## src/rtl/cu_mode_pkg.sv

```systemverilog
package cu_mode_pkg;
    localparam int MODE_W = 2;
    typedef enum logic [MODE_W-1:0] {
        MODE_FREE = 2'd0,
        MODE_LOCK = 2'd1,
        MODE_HOLD = 2'd2
    } mode_e;
endpackage

```

## src/rtl/cu_cfg_reg.sv

```systemverilog
module cu_cfg_reg #(
    parameter int ADDR_W   = 4,
    parameter int DATA_W   = 8,
    parameter int CODE_W   = 4,
    parameter int CFG_ADDR = 0,
    parameter int UI_BIT   = 0,
    parameter int MS_BIT   = 1,
    parameter int CODE_LSB = 4
) (
    input  logic              clk,
    input  logic              rst_n,
    input  logic              wr_en_i,
    input  logic [ADDR_W-1:0] wr_addr_i,
    input  logic [DATA_W-1:0] wr_data_i,
    output logic              ui_o,
    output logic              ms_o,
    output logic [CODE_W-1:0] code_o
);
    logic [DATA_W-1:0] cfg_d, cfg_q;
    logic              cfg_unused;

    always_comb begin
        cfg_d = cfg_q;
        if (wr_en_i && (wr_addr_i == ADDR_W'(CFG_ADDR))) begin
            cfg_d = wr_data_i;
        end
    end

    always_ff @(posedge clk or negedge rst_n) begin
        if (!rst_n) cfg_q <= '0;
        else        cfg_q <= cfg_d;
    end

    assign ui_o       = cfg_q[UI_BIT];
    assign ms_o       = cfg_q[MS_BIT];
    assign code_o     = cfg_q[CODE_LSB +: CODE_W];
    assign cfg_unused = ^cfg_q;
endmodule

```

## src/rtl/cu_ctrl_sel.sv

```systemverilog
module cu_ctrl_sel #(
    parameter int CODE_W = 4
) (
    input  logic              ui_i,
    input  logic [CODE_W-1:0] pin_code_i,
    input  logic              pin_ms_i,
    input  logic [CODE_W-1:0] reg_code_i,
    input  logic              reg_ms_i,
    output logic [CODE_W-1:0] code_o,
    output logic              ms_o
);
    always_comb begin
        if (ui_i) begin
            code_o = reg_code_i;
            ms_o   = reg_ms_i;
        end else begin
            code_o = pin_code_i;
            ms_o   = pin_ms_i;
        end
    end
endmodule

```

## src/rtl/cu_hist_track.sv

```systemverilog
module cu_hist_track #(
    parameter int HIST_CYCLES = 32
) (
    input  logic clk,
    input  logic rst_n,
    input  logic in_last_i,
    input  logic ref_ok_i,
    output logic valid_o
);
    localparam int CNT_W = $clog2(HIST_CYCLES + 1);

    typedef struct packed {
        logic             valid;
        logic [CNT_W-1:0] cnt;
    } hist_t;

    hist_t h_d, h_q;

    always_comb begin
        h_d = h_q;
        if (!h_q.valid) begin
            if (in_last_i && ref_ok_i) begin
                if (h_q.cnt == CNT_W'(HIST_CYCLES - 1)) begin
                    h_d.valid = 1'b1;
                    h_d.cnt   = '0;
                end else begin
                    h_d.cnt = h_q.cnt + 1'b1;
                end
            end else begin
                h_d.cnt = '0;
            end
        end
    end

    always_ff @(posedge clk or negedge rst_n) begin
        if (!rst_n) h_q <= '0;
        else        h_q <= h_d;
    end

    assign valid_o = h_q.valid;
endmodule

```

## src/rtl/cu_mode_fsm.sv

```systemverilog
module cu_mode_fsm
    import cu_mode_pkg::*;
#(
    parameter int              CODE_W    = 4,
    parameter logic [CODE_W-1:0] HOLD_CODE = 4'b0011,
    parameter logic [CODE_W-1:0] LOCK_CODE = 4'b0101,
    parameter int              NUM_TRK   = 2,
    parameter int              STEP_W    = $clog2(NUM_TRK + 2)
) (
    input  logic              clk,
    input  logic              rst_n,
    input  logic [CODE_W-1:0] code_i,
    input  logic              ms_i,
    input  logic              ref_ok_i,
    input  logic              freq_done_i,
    input  logic              phase_done_i,
    input  logic              bw_done_i,
    input  logic              hist_valid_i,
    output logic [MODE_W-1:0] mode_o,
    output logic [STEP_W-1:0] step_o,
    output logic              master_o,
    output logic              trk_sec_o,
    output logic              in_last_o
);
    localparam logic [STEP_W-1:0] STEP_FACQ = '0;
    localparam logic [STEP_W-1:0] STEP_PACQ = STEP_W'(1);
    localparam logic [STEP_W-1:0] STEP_TRK0 = STEP_W'(2);
    localparam logic [STEP_W-1:0] STEP_LAST = STEP_W'(NUM_TRK + 1);

    typedef struct packed {
        mode_e             mode;
        logic [STEP_W-1:0] step;
        logic              master;
        logic              trk_sec;
    } fsm_t;

    fsm_t st_d, st_q;
    logic is_hold, is_lock;

    assign is_hold = (code_i == HOLD_CODE);
    assign is_lock = (code_i == LOCK_CODE);

    always_comb begin
        st_d         = st_q;
        st_d.master  = ms_i;
        st_d.trk_sec = !ms_i;
        unique case (st_q.mode)
            MODE_FREE: begin
                if (is_hold && hist_valid_i) begin
                    st_d.mode = MODE_HOLD;
                end else if (is_lock) begin
                    st_d.mode = MODE_LOCK;
                    st_d.step = STEP_FACQ;
                end
            end
            MODE_LOCK: begin
                if (!ref_ok_i || is_hold) begin
                    st_d.mode = MODE_HOLD;
                    st_d.step = STEP_FACQ;
                end else if (!is_lock) begin
                    st_d.mode = MODE_FREE;
                    st_d.step = STEP_FACQ;
                end else if (st_q.step == STEP_FACQ) begin
                    if (freq_done_i) st_d.step = STEP_PACQ;
                end else if (st_q.step == STEP_PACQ) begin
                    if (phase_done_i) st_d.step = STEP_TRK0;
                end else if (bw_done_i && (st_q.step != STEP_LAST)) begin
                    st_d.step = st_q.step + 1'b1;
                end
            end
            MODE_HOLD: begin
                if (is_lock && ref_ok_i) begin
                    st_d.mode = MODE_LOCK;
                    st_d.step = STEP_FACQ;
                end else if (!is_lock && !is_hold) begin
                    st_d.mode = MODE_FREE;
                    st_d.step = STEP_FACQ;
                end
            end
            default: begin
                st_d.mode = MODE_FREE;
                st_d.step = STEP_FACQ;
            end
        endcase
    end

    always_ff @(posedge clk or negedge rst_n) begin
        if (!rst_n) begin
            st_q.mode    <= MODE_FREE;
            st_q.step    <= STEP_FACQ;
            st_q.master  <= 1'b1;
            st_q.trk_sec <= 1'b0;
        end else begin
            st_q <= st_d;
        end
    end

    assign mode_o    = st_q.mode;
    assign step_o    = st_q.step;
    assign master_o  = st_q.master;
    assign trk_sec_o = st_q.trk_sec;
    assign in_last_o = (st_q.mode == MODE_LOCK) && (st_q.step == STEP_LAST);
endmodule

```

## src/rtl/cu_mode_ctrl.sv

```systemverilog
module cu_mode_ctrl #(
    parameter int              CODE_W      = 4,
    parameter logic [CODE_W-1:0] HOLD_CODE   = 4'b0011,
    parameter logic [CODE_W-1:0] LOCK_CODE   = 4'b0101,
    parameter int              ADDR_W      = 4,
    parameter int              DATA_W      = 8,
    parameter int              CFG_ADDR    = 0,
    parameter int              UI_BIT      = 0,
    parameter int              MS_BIT      = 1,
    parameter int              CODE_LSB    = 4,
    parameter int              NUM_TRK     = 2,
    parameter int              HIST_CYCLES = 32
) (
    input  logic                           clk,
    input  logic                           rst_n,
    input  logic [CODE_W-1:0]              code_pin_i,
    input  logic                           ms_pin_i,
    input  logic                           ref_ok_i,
    input  logic                           freq_done_i,
    input  logic                           phase_done_i,
    input  logic                           bw_done_i,
    input  logic                           wr_en_i,
    input  logic [ADDR_W-1:0]              wr_addr_i,
    input  logic [DATA_W-1:0]              wr_data_i,
    output logic [1:0]                     mode_o,
    output logic [$clog2(NUM_TRK+2)-1:0]   step_o,
    output logic                           master_o,
    output logic                           trk_sec_o
);
    localparam int STEP_W = $clog2(NUM_TRK + 2);

    logic              reg_ui, reg_ms;
    logic [CODE_W-1:0] reg_code;
    logic [CODE_W-1:0] eff_code;
    logic              eff_ms;
    logic              hist_valid;
    logic              in_last;

    cu_cfg_reg #(
        .ADDR_W(ADDR_W), .DATA_W(DATA_W), .CODE_W(CODE_W), .CFG_ADDR(CFG_ADDR),
        .UI_BIT(UI_BIT), .MS_BIT(MS_BIT), .CODE_LSB(CODE_LSB)
    ) u_cfg (
        .clk(clk), .rst_n(rst_n), .wr_en_i(wr_en_i), .wr_addr_i(wr_addr_i),
        .wr_data_i(wr_data_i), .ui_o(reg_ui), .ms_o(reg_ms), .code_o(reg_code)
    );

    cu_ctrl_sel #(.CODE_W(CODE_W)) u_sel (
        .ui_i(reg_ui), .pin_code_i(code_pin_i), .pin_ms_i(ms_pin_i),
        .reg_code_i(reg_code), .reg_ms_i(reg_ms), .code_o(eff_code), .ms_o(eff_ms)
    );

    cu_hist_track #(.HIST_CYCLES(HIST_CYCLES)) u_hist (
        .clk(clk), .rst_n(rst_n), .in_last_i(in_last), .ref_ok_i(ref_ok_i),
        .valid_o(hist_valid)
    );

    cu_mode_fsm #(
        .CODE_W(CODE_W), .HOLD_CODE(HOLD_CODE), .LOCK_CODE(LOCK_CODE),
        .NUM_TRK(NUM_TRK), .STEP_W(STEP_W)
    ) u_fsm (
        .clk(clk), .rst_n(rst_n), .code_i(eff_code), .ms_i(eff_ms),
        .ref_ok_i(ref_ok_i), .freq_done_i(freq_done_i), .phase_done_i(phase_done_i),
        .bw_done_i(bw_done_i), .hist_valid_i(hist_valid), .mode_o(mode_o),
        .step_o(step_o), .master_o(master_o), .trk_sec_o(trk_sec_o),
        .in_last_o(in_last)
    );
endmodule

```

## config.mk

```make
export PLATFORM = sky130hd
export DESIGN_NAME = cu_mode_ctrl
export DESIGN_NICKNAME = d
export VERILOG_FILES = /design/src/rtl/cu_mode_pkg.sv /design/src/rtl/cu_cfg_reg.sv /design/src/rtl/cu_ctrl_sel.sv /design/src/rtl/cu_hist_track.sv /design/src/rtl/cu_mode_fsm.sv /design/src/rtl/cu_mode_ctrl.sv
export SDC_FILE = /design/constraint.sdc
export NUM_CORES = 1
export LEC_CHECK = 0
export CORE_UTILIZATION = 30
export CTS_BUF_LIST = sky130_fd_sc_hd__clkbuf_16
export DETAILED_ROUTE_END_ITERATION = 8
export SLEW_MARGIN = 0
export SYNTH_ARGS = -nofsm -noshare
export SYNTH_HDL_FRONTEND = slang
export SYNTH_HIERARCHICAL = 1
export SYNTH_SLANG_ARGS = --single-unit
```

## constraint.sdc

```tcl
create_clock -name clk -period 2.2 [get_ports clk]
set_input_delay 0.44 -clock clk [delete_from_list [all_inputs] [get_ports clk]]
set_output_delay 0.44 -clock clk [all_outputs]
set_load 0.05 [all_outputs]
```

==> qor.yml, run 1 <==
status:
  outcome: "finished, final reports clean"
cells_and_area:
  antennaDiodeCount: 0
  nets: 162
  mostFrequentLayoutCells: "27 x clkdlybuf4s50_1, 18 x dfrtp_1, 11 x mux2_2, 7 x inv_1, 7 x nand2_1"
  final_util_pct: 44.06
  area_growth_pct: 36.64
  final_common_cell: "clkdlybuf4s50_1"
  drive_gt1_share_pct: 20.45
setup_path:
  cpMaxStageDelayCell: "clkdlybuf4s50_1"
  end_kind: "output port"
  max_stage_delay_ps: 850
  cp_cell_sequence: "clkdlybuf4s50_1"
  critPathTopFamily: "buffers and inverters"
  critPathRequiredTime_ps: 1760
  path_buf_inv: 1
  worstPathArrival_ps: 1560
  critPathMaxFanout: 9
  critical_path_class: "flop to output port"
  reg2reg_slack_ps: 390
  cp-start-kind: "flop"
route:
  drc_errors: 0
  wl_um: 2295
  postRouteAntennaNets: 0
  post_drt_wl_per_cell_um: 12.89
  drt_iter0_markers: 27
  dr.pass1.iters: 4
  vias: 872
  via_per_inst: 4.899
global_route:
  antenna_found_initial: 0
  grt_util_met1_pct: 16.72
  grt_use_met3_pct: 3.650
  busiest_layer: "met2"
  grt.total_usage_pct: 12.84
  grt_util_met2_pct: 20.65
  overflow: 0
  first_global_vias: 881
  grt_pass1_wl_um: 4105
  grt_max_degree: 20
cts:
  cts-hold-fix-buffers: 0
  post_cts_buffers: 0
  h-tree-depth: 1
  cts.path.max_buffers: 2
  cts_root_buf: "clkbuf_16"
  cts_tree: "yes"
  cts-resized-gates: 0
  numCtsBuffers: 3
  clk_pin_slew_ps: 50
  clock_latency_ps: 250
  clock_sinks: 19
floorplan:
  fp.coreArea_um2: 3442
  die_x_um: 62.82
  core.rowCount: 21
  num_io_pins: 30
  initial_core_util_pct: 32.24
  die_area_um2: 3946
  die_height_um: 62.82
sta:
  final-hold-violation-count: 0
  finalCritPeriodShare_pct: 90.89
  final.setup.worst_slack_ps: 200.4
  period_minus_slack_ps: 2000
  worst_slew_pin_slew_ps: 492.5
  slew_headroom_pct: 67.06
  rsz0062_at_grt: "no"
  max_freq_mhz: 500.1
  finalMaxSlewViolations: 0
  setup-violations-final: 0
  final.setup_skew_ps: 2.862
  fin_setup_tns_ps: 0
synth:
  synthArstFlopShare_pct: 100.0
  ys_ff_latch: 19
  ys_seq_area_share_pct: 42.95
  ys.flop_type: "dfrtp_1"
  synth_area_um2: 1110
  ys_warn_count: 6
  syn_nets: 130
  syn_inst: 101
  syn_avg_cell_area_um2: 10.99
  ys_types: 38
  synth_edf_count: 0
placement:
  port_buffers: 27
  gp_congestion: 0.7957
  dp_slack_ps: 93.43
  post-dp-hpwl_um: 1698
power_and_ir_drop:
  p_leak_nw: 0.6432
  p_per_area_nw_per_um2: 690.2
  finalPower_mw: 1.047
  vdd_drop_max_uv: 237.8
worst_hold_path:
  hold_class: "flop to flop"
flow_run:
  cap_violations: 0
[routing by layer]
layer / vias up / wire length (um) / part of all wire, %
li1: 437 / - / -
met1: 413 / 1090 / 47
met2: 20 / 1081 / 47
met3: 2 / 108 / 4.7
met4: 0 / 14 / 0.61
met5: - / 0 / 0
[per-stage QoR]
stage	cells	hold WS, ps	area, um^2
2_1_floorplan	101	144.4	1110
3_3_place_gp	174	486.2	1438
3_5_place_dp	174	493.4	1438
4_1_cts	178	505.7	1516
5_1_grt	178	525.3	1516
6_report	178	501.4	1516
[state kept, by name, summed over array words and instances (netlist names)]
name / cells
u_cfg/cfg_q: 6
u_fsm/mode_o: 2
u_fsm/trk_sec_o: 1
u_fsm/master_o: 1
u_hist/h_q: 6
u_hist/valid_o: 1
u_fsm/step_o: 2
[cells in the mapped netlist (2+ instances only)]
| cell type | count | area share (%) |
|---|---|---|
| nor2_1 | 3 | 1.0 |
| mux2_2 | 11 | 11 |
| o21ai_0 | 6 | 2.7 |
| and4bb_2 | 2 | 2.3 |
| dfrtp_1 | 18 | 41 |
| inv_1 | 6 | 2.0 |
| nand2_1 | 7 | 2.4 |
| ha_1 | 5 | 5.6 |
| nor2b_1 | 2 | 1.1 |
| o21ai_1 | 2 | 0.90 |
| mux2i_1 | 4 | 3.6 |
| a21oi_1 | 5 | 2.3 |
| nand3_1 | 5 | 2.3 |
[report_power, final]
group	internal, mW	switching, mW
combinational	0.141	0.121
clock	0.241	0.120
sequential	0.393	0.0304
total	0.775	0.272
[final timing paths]
path | from | to | depth (start not counted)
min in group asynchronous | rst_n | u_cfg/cfg_q[5] | 2
worst max register to register | u_cfg/cfg_q[0] | u_fsm/step_o[1] | 5
worst min-delay path | u_cfg/cfg_q[1] | u_cfg/cfg_q[1] | 1
worst min register to register | u_cfg/cfg_q[1] | u_cfg/cfg_q[1] | 1
max in group asynchronous | rst_n | u_fsm/master_o | 2
worst max-delay path | u_fsm/mode_o[1] | mode_o[1] | 1
[final cells by class]
type	count	area (um^2)
Clock buffer	3	75.07
Clock inverter	1	3.754
Fill cell	323	1926
Sequential cell	19	476.7
Timing Repair Buffer	28	277.8
Inverter	6	22.52
Tap cell	46	57.56
Multi-Input combinational cell	75	603.1
[logic make-up (layout without fill, tap and decap cells)]
group / Yosys count / in the layout / synth area share (%)
AND/OR/NAND/NOR: 33 / 33 / 20.41
adder cells (fa/ha/maj): 5 / 5 / 5.637
flip-flops: 19 / 19 / 42.95
buffers and inverters: 7 / 38 / 2.706
AO/OA/AOI/OAI: 22 / 22 / 13.53
multiplexers: 15 / 15 / 14.77
No activity file was read; power rests on OpenSTA's default activity.
==> run 2: changes to the inputs <==
--- a/config.mk
+++ b/config.mk
@@ -5,11 +5,11 @@
 export SDC_FILE = /design/constraint.sdc
 export NUM_CORES = 1
 export LEC_CHECK = 0
-export CORE_UTILIZATION = 30
+export CORE_UTILIZATION = 46
 export CTS_BUF_LIST = sky130_fd_sc_hd__clkbuf_16
 export DETAILED_ROUTE_END_ITERATION = 8
+export PLACE_DENSITY = 0.77
 export SLEW_MARGIN = 0
 export SYNTH_ARGS = -nofsm -noshare
 export SYNTH_HDL_FRONTEND = slang
-export SYNTH_HIERARCHICAL = 1
 export SYNTH_SLANG_ARGS = --single-unit
==> run 2 against run 1 <==
Setup slack improved by 16 ps. Clock power rose by 2%. Power down 3.9%. Die area shrank 36%. Fmax rose by 0.82%. Critical path depth did not move. Sequential share of layout area increased by 1.5 points. Count of clock-buffer cells in the layout unchanged. Highest routed layer unchanged.
==> qor.yml, run 2 <==
sta:
  fin_setup_tns_ps: 0
  setup-violations-final: 0
  final.setup_skew_ps: 0.9408
  rsz0062_at_grt: "no"
  worst_slew_pin_slew_ps: 496.1
  finalCritPeriodShare_pct: 90.15
  slew_headroom_pct: 66.82
  final.setup.worst_slack_ps: 216.7
  max_freq_mhz: 504.2
  period_minus_slack_ps: 1983
  final-hold-violation-count: 0
  finalMaxSlewViolations: 0
setup_path:
  path_buf_inv: 1
  critPathRequiredTime_ps: 1760
  worstPathArrival_ps: 1540
  reg2reg_slack_ps: 550
  end_kind: "output port"
  cp-start-kind: "flop"
  cpMaxStageDelayCell: "clkdlybuf4s50_1"
  critical_path_class: "flop to output port"
  critPathTopFamily: "buffers and inverters"
  max_stage_delay_ps: 780
  cp_cell_sequence: "clkdlybuf4s50_1"
  critPathMaxFanout: 1
floorplan:
  die_x_um: 50.14
  fp.coreArea_um2: 2191
  initial_core_util_pct: 48.66
  die_area_um2: 2514
  core.rowCount: 17
  die_height_um: 50.14
  num_io_pins: 30
cells_and_area:
  mostFrequentLayoutCells: "27 x clkdlybuf4s50_1, 18 x dfrtp_1, 9 x inv_1, 9 x nand2_1"
  nFillCells: 167
  reg.largest.list: "u_cfg.cfg_q: 6 flops, u_hist.h_q: 6 flops"
  nets: 166
  final_util_pct: 66.02
  final_common_cell: "clkdlybuf4s50_1"
  stdcell_count: 164
  antennaDiodeCount: 0
  area_growth_pct: 35.68
  drive_gt1_share_pct: 13.24
cts:
  clock_sinks: 19
  h-tree-depth: 1
  cts_root_buf: "clkbuf_16"
  clock_latency_ps: 250
  post_cts_buffers: 0
  numCtsBuffers: 3
  cts.path.max_buffers: 2
  clk_pin_slew_ps: 50
  cts-hold-fix-buffers: 0
  cts_tree: "yes"
  cts-resized-gates: 0
global_route:
  first_global_vias: 865
  grt_pass1_wl_um: 3795
  grt_max_degree: 20
  grt.total_usage_pct: 20.96
  antenna_found_initial: 0
  overflow: 0
placement:
  dp_slack_ps: 276.0
  gp_congestion: 0.7465
  dp.cells: 160
  post-dp-hpwl_um: 1648
  port_buffers: 27
route:
  wl_um: 2189
  via_per_inst: 5.415
  drt_iter0_markers: 16
  vias: 888
  post_drt_wl_per_cell_um: 13.35
  dr.pass1.iters: 4
  postRouteAntennaNets: 0
  drc_errors: 0
flow_run:
  cap_violations: 0
synth:
  synth_area_um2: 1066
  synthArstFlopShare_pct: 100.0
  syn_avg_cell_area_um2: 10.06
  ys_ff_latch: 19
  syn_inst: 106
  syn_nets: 135
  yosysTopAreaCellShare_pct: 42.25
  synthTopCellsByCount: "18 x dfrtp_1, 9 x inv_1, 9 x nand2_1, 8 x nor2_1, 8 x o21ai_0"
  ys_seq_area_share_pct: 44.72
  yosysTopAreaCell: "dfrtp_1"
  synth_edf_count: 0
  ys_warn_count: 0
  ys_types: 38
  synth_area_leaders: "dfrtp_1 42%, mux2_2 6.3%, ha_1 5.9%"
  synth_most_common_cell: "dfrtp_1"
  ys.flop_type: "dfrtp_1"
status:
  outcome: "finished, final reports clean"
worst_hold_path:
  hold_class: "flop to flop"
power_and_ir_drop:
  p_leak_nw: 0.6404
  p_per_area_nw_per_um2: 695.1
  vdd_drop_max_uv: 633.4
run 2: cell types whose count changed in the layout (fill, tap and decap cells not counted), moves of 3 or more:
| cell | before | now |
|---|---|---|
| a21oi_1 | 5 | 1 |
| mux2_2 | 11 | 6 |
| nor2_1 | 3 | 8 |
| o21ai_1 | 2 | 5 |
run 2: final timing paths:
check,from,endpoint,cells past startpoint
min in group asynchronous,rst_n,u_cfg.cfg_q[5],2
hold reg to reg,u_cfg.cfg_q[1],u_fsm.trk_sec_o,1
setup / recovery,u_fsm.master_o,master_o,1
max in group asynchronous,rst_n,u_fsm.master_o,2
setup reg to reg,u_fsm.step_o[0],u_fsm.step_o[1],6
hold / removal,u_cfg.cfg_q[1],u_fsm.trk_sec_o,1
run 2: final cells by class:
cell class / instances / area (um^2) / share of cell area (%)
clock inverters: 1 / 5.005 / 0.3460
clock buffers: 3 / 75.07 / 5.190
inverters: 9 / 33.78 / 2.336
repair buffers: 29 / 285.3 / 19.72
well taps: 28 / 35.03 / 2.422
multi-input cells: 75 / 535.5 / 37.02
flip-flops and latches: 19 / 476.7 / 32.96
run 2: logic make-up (layout without fill, tap and decap cells):
| group | count (synthesis) | count (layout) | share of synthesized area (%) |
|---|---|---|---|
| AOI/OAI and AO/OA | 27 | 27 | 17.61 |
| adders and majority gates | 5 | 5 | 5.869 |
| buffers and inverters | 12 | 42 | 5.046 |
| DFF | 19 | 19 | 44.72 |
| muxes | 8 | 8 | 8.216 |
| and+or+nand+nor | 35 | 35 | 18.54 |
run 2: routing by layer:
metal | vias to the layer above | part of all wire (%) | GRT usage, %
met2 | 21 | 50 | 33.56
met1 | 419 | 43 | 24.56
met4 | 0 | 3.4 | 15.71
met5 | - | 0 | 0
li1 | 440 | - | -
met3 | 8 | 4.4 | 4.242
run 2: through the flow:
stage	instance area (um^2)	hold slack [ps]	power, mW
2_1_floorplan	1066	144.4	0.5618
3_3_place_gp	1366	460.3	0.6353
3_5_place_dp	1366	474.5	0.6425
4_1_cts	1446	481.9	1.025
5_1_grt	1446	496.9	1.051
6_report	1446	470.2	1.005
run 2: power by group:
part / leakage [nW] / internal, mW / total, mW / switching, mW
registers: 0.233 / 0.390 / 0.421 / 0.0306
logic: 0.366 / 0.109 / 0.214 / 0.105
clock network: 0.0409 / 0.244 / 0.370 / 0.127
total: 0.640 / 0.743 / 1.01 / 0.263
==> run 3: changes to the inputs <==
--- a/config.mk
+++ b/config.mk
@@ -5,11 +5,14 @@
 export SDC_FILE = /design/constraint.sdc
 export NUM_CORES = 1
 export LEC_CHECK = 0
+export CORE_MARGIN = 4
 export CORE_UTILIZATION = 46
 export CTS_BUF_LIST = sky130_fd_sc_hd__clkbuf_16
 export DETAILED_ROUTE_END_ITERATION = 8
+export GPL_ROUTABILITY_DRIVEN = 0
 export PLACE_DENSITY = 0.77
 export SLEW_MARGIN = 0
 export SYNTH_ARGS = -nofsm -noshare
 export SYNTH_HDL_FRONTEND = slang
 export SYNTH_SLANG_ARGS = --single-unit
+export TNS_END_PERCENT = 50
==> run 3 against run 2 <==
Die area rose by 25%. Hold slack improved by 2.5 ps. Critical path type unchanged. Clock power about the same. First-iteration DRC count up 56%. Global-route usage shrank 6.1 points. Count of clock-buffer cells in the layout unchanged.
==> qor.yml, run 3 (synthesis gave the netlist of run 2 again) <==
setup_path:
  cpMaxStageDelayCell: "clkdlybuf4s50_1"
  cp_cell_sequence: "clkdlybuf4s50_1"
  cp-start-kind: "flop"
  critical_path_class: "flop to output port"
  critPathTopFamily: "buffers and inverters"
  critPathRequiredTime_ps: 1760
  critPathMaxFanout: 1
  max_stage_delay_ps: 790
  end_kind: "output port"
  path_buf_inv: 1
  worstPathArrival_ps: 1550
floorplan:
  die_area_um2: 3152
  fp.coreArea_um2: 2212
  num_io_pins: 30
  initial_core_util_pct: 48.19
  core.rowCount: 17
  die_height_um: 56.14
  die_x_um: 56.14
flow_run:
  cap_violations: 0
power_and_ir_drop:
  finalPower_mw: 1.006
  vdd_drop_max_uv: 542.4
  p_per_area_nw_per_um2: 695.3
  p_leak_nw: 0.6404
status:
  outcome: "finished, final reports clean"
placement:
  post-dp-hpwl_um: 1797
  port_buffers: 27
  dp.cells: 160
route:
  via_per_inst: 5.482
  vias: 899
  drc_errors: 0
  dr.pass1.iters: 3
  post_drt_wl_per_cell_um: 13.39
  wl_um: 2196
  drt_iter0_markers: 25
  postRouteAntennaNets: 0
cells_and_area:
  stdcell_count: 164
  drive_gt1_share_pct: 13.24
  reg.largest.list: "u_cfg.cfg_q: 6 flops, u_hist.h_q: 6 flops"
  mostFrequentLayoutCells: "27 x clkdlybuf4s50_1, 18 x dfrtp_1, 9 x inv_1, 9 x nand2_1"
  area_growth_pct: 35.68
  nFillCells: 201
  final_common_cell: "clkdlybuf4s50_1"
  antennaDiodeCount: 0
  nets: 166
cts:
  clock_latency_ps: 250
  cts.path.max_buffers: 2
  clock_sinks: 19
  cts-hold-fix-buffers: 0
  h-tree-depth: 1
  post_cts_buffers: 0
  cts_tree: "yes"
  cts-resized-gates: 0
  cts_root_buf: "clkbuf_16"
  numCtsBuffers: 3
  clk_pin_slew_ps: 50
global_route:
  grt_max_degree: 20
  antenna_found_initial: 0
  overflow: 0
  grt.total_usage_pct: 14.87
  first_global_vias: 884
  grt_pass1_wl_um: 3781
sta:
  holdWs_ps: 472.7
  fin_setup_tns_ps: 0
  slew_headroom_pct: 66.25
  setup-violations-final: 0
  max_freq_mhz: 501.7
  rsz0062_at_grt: "no"
  final-hold-violation-count: 0
  final.setup_skew_ps: 1.669
  period_minus_slack_ps: 1993
  worst_slew_pin_slew_ps: 504.7
  finalMaxSlewViolations: 0
  finalCritPeriodShare_pct: 90.60
worst_hold_path:
  hold_class: "flop to flop"
run 3: layout make-up:
| type | count | area, um^2 | area share, % |
|---|---|---|---|
| clock buffers | 3 | 75.07 | 5.190 |
| multi-input cells | 75 | 535.5 | 37.02 |
| well taps | 28 | 35.03 | 2.422 |
| flip-flops and latches | 19 | 476.7 | 32.96 |
| inverters | 9 | 33.78 | 2.336 |
| repair buffers | 29 | 285.3 | 19.72 |
| clock inverters | 1 | 5.005 | 0.3460 |
run 3: worst paths after layout:
kind,start,to,slack (ps),cells after the start
max,u_fsm.master_o,master_o,210,1
min,u_cfg.cfg_q[1],u_fsm.trk_sec_o,470,1
max reg2reg,u_fsm.step_o[0],u_fsm.step_o[0],580,7
min reg2reg,u_cfg.cfg_q[1],u_fsm.trk_sec_o,470,1
max in group asynchronous,rst_n,u_fsm.master_o,1420,2
min in group asynchronous,rst_n,u_cfg.cfg_q[5],520,2
run 3: report_power, final:
part	total (mW)	internal (mW)	switching, mW
combinational	0.213	0.109	0.104
clock	0.369	0.243	0.125
sequential	0.424	0.390	0.0336
run 3: per-layer routing:
layer / up-vias / GRT usage [%] / part of all wire [%]
met3: 5 / 3.016 / 3.8
met5: - / 0 / 0
met1: 440 / 17.10 / 42
li1: 439 / - / -
met2: 15 / 26.04 / 52
met4: 0 / 7.119 / 2.0
run 3: through the flow:
| stage | area (um^2) | utilization (%) | worst slack, ps |
|---|---|---|---|
| global route | 1446 | 65.38 | 172.3 |
| detailed placement | 1366 | 61.76 | 295.3 |
| finish | 1446 | 65.38 | 206.9 |
| CTS | 1446 | 65.38 | 198.4 |
| global placement | 1366 | 61.76 | 323.3 |
| floorplan | 1066 | - | 384.5 |
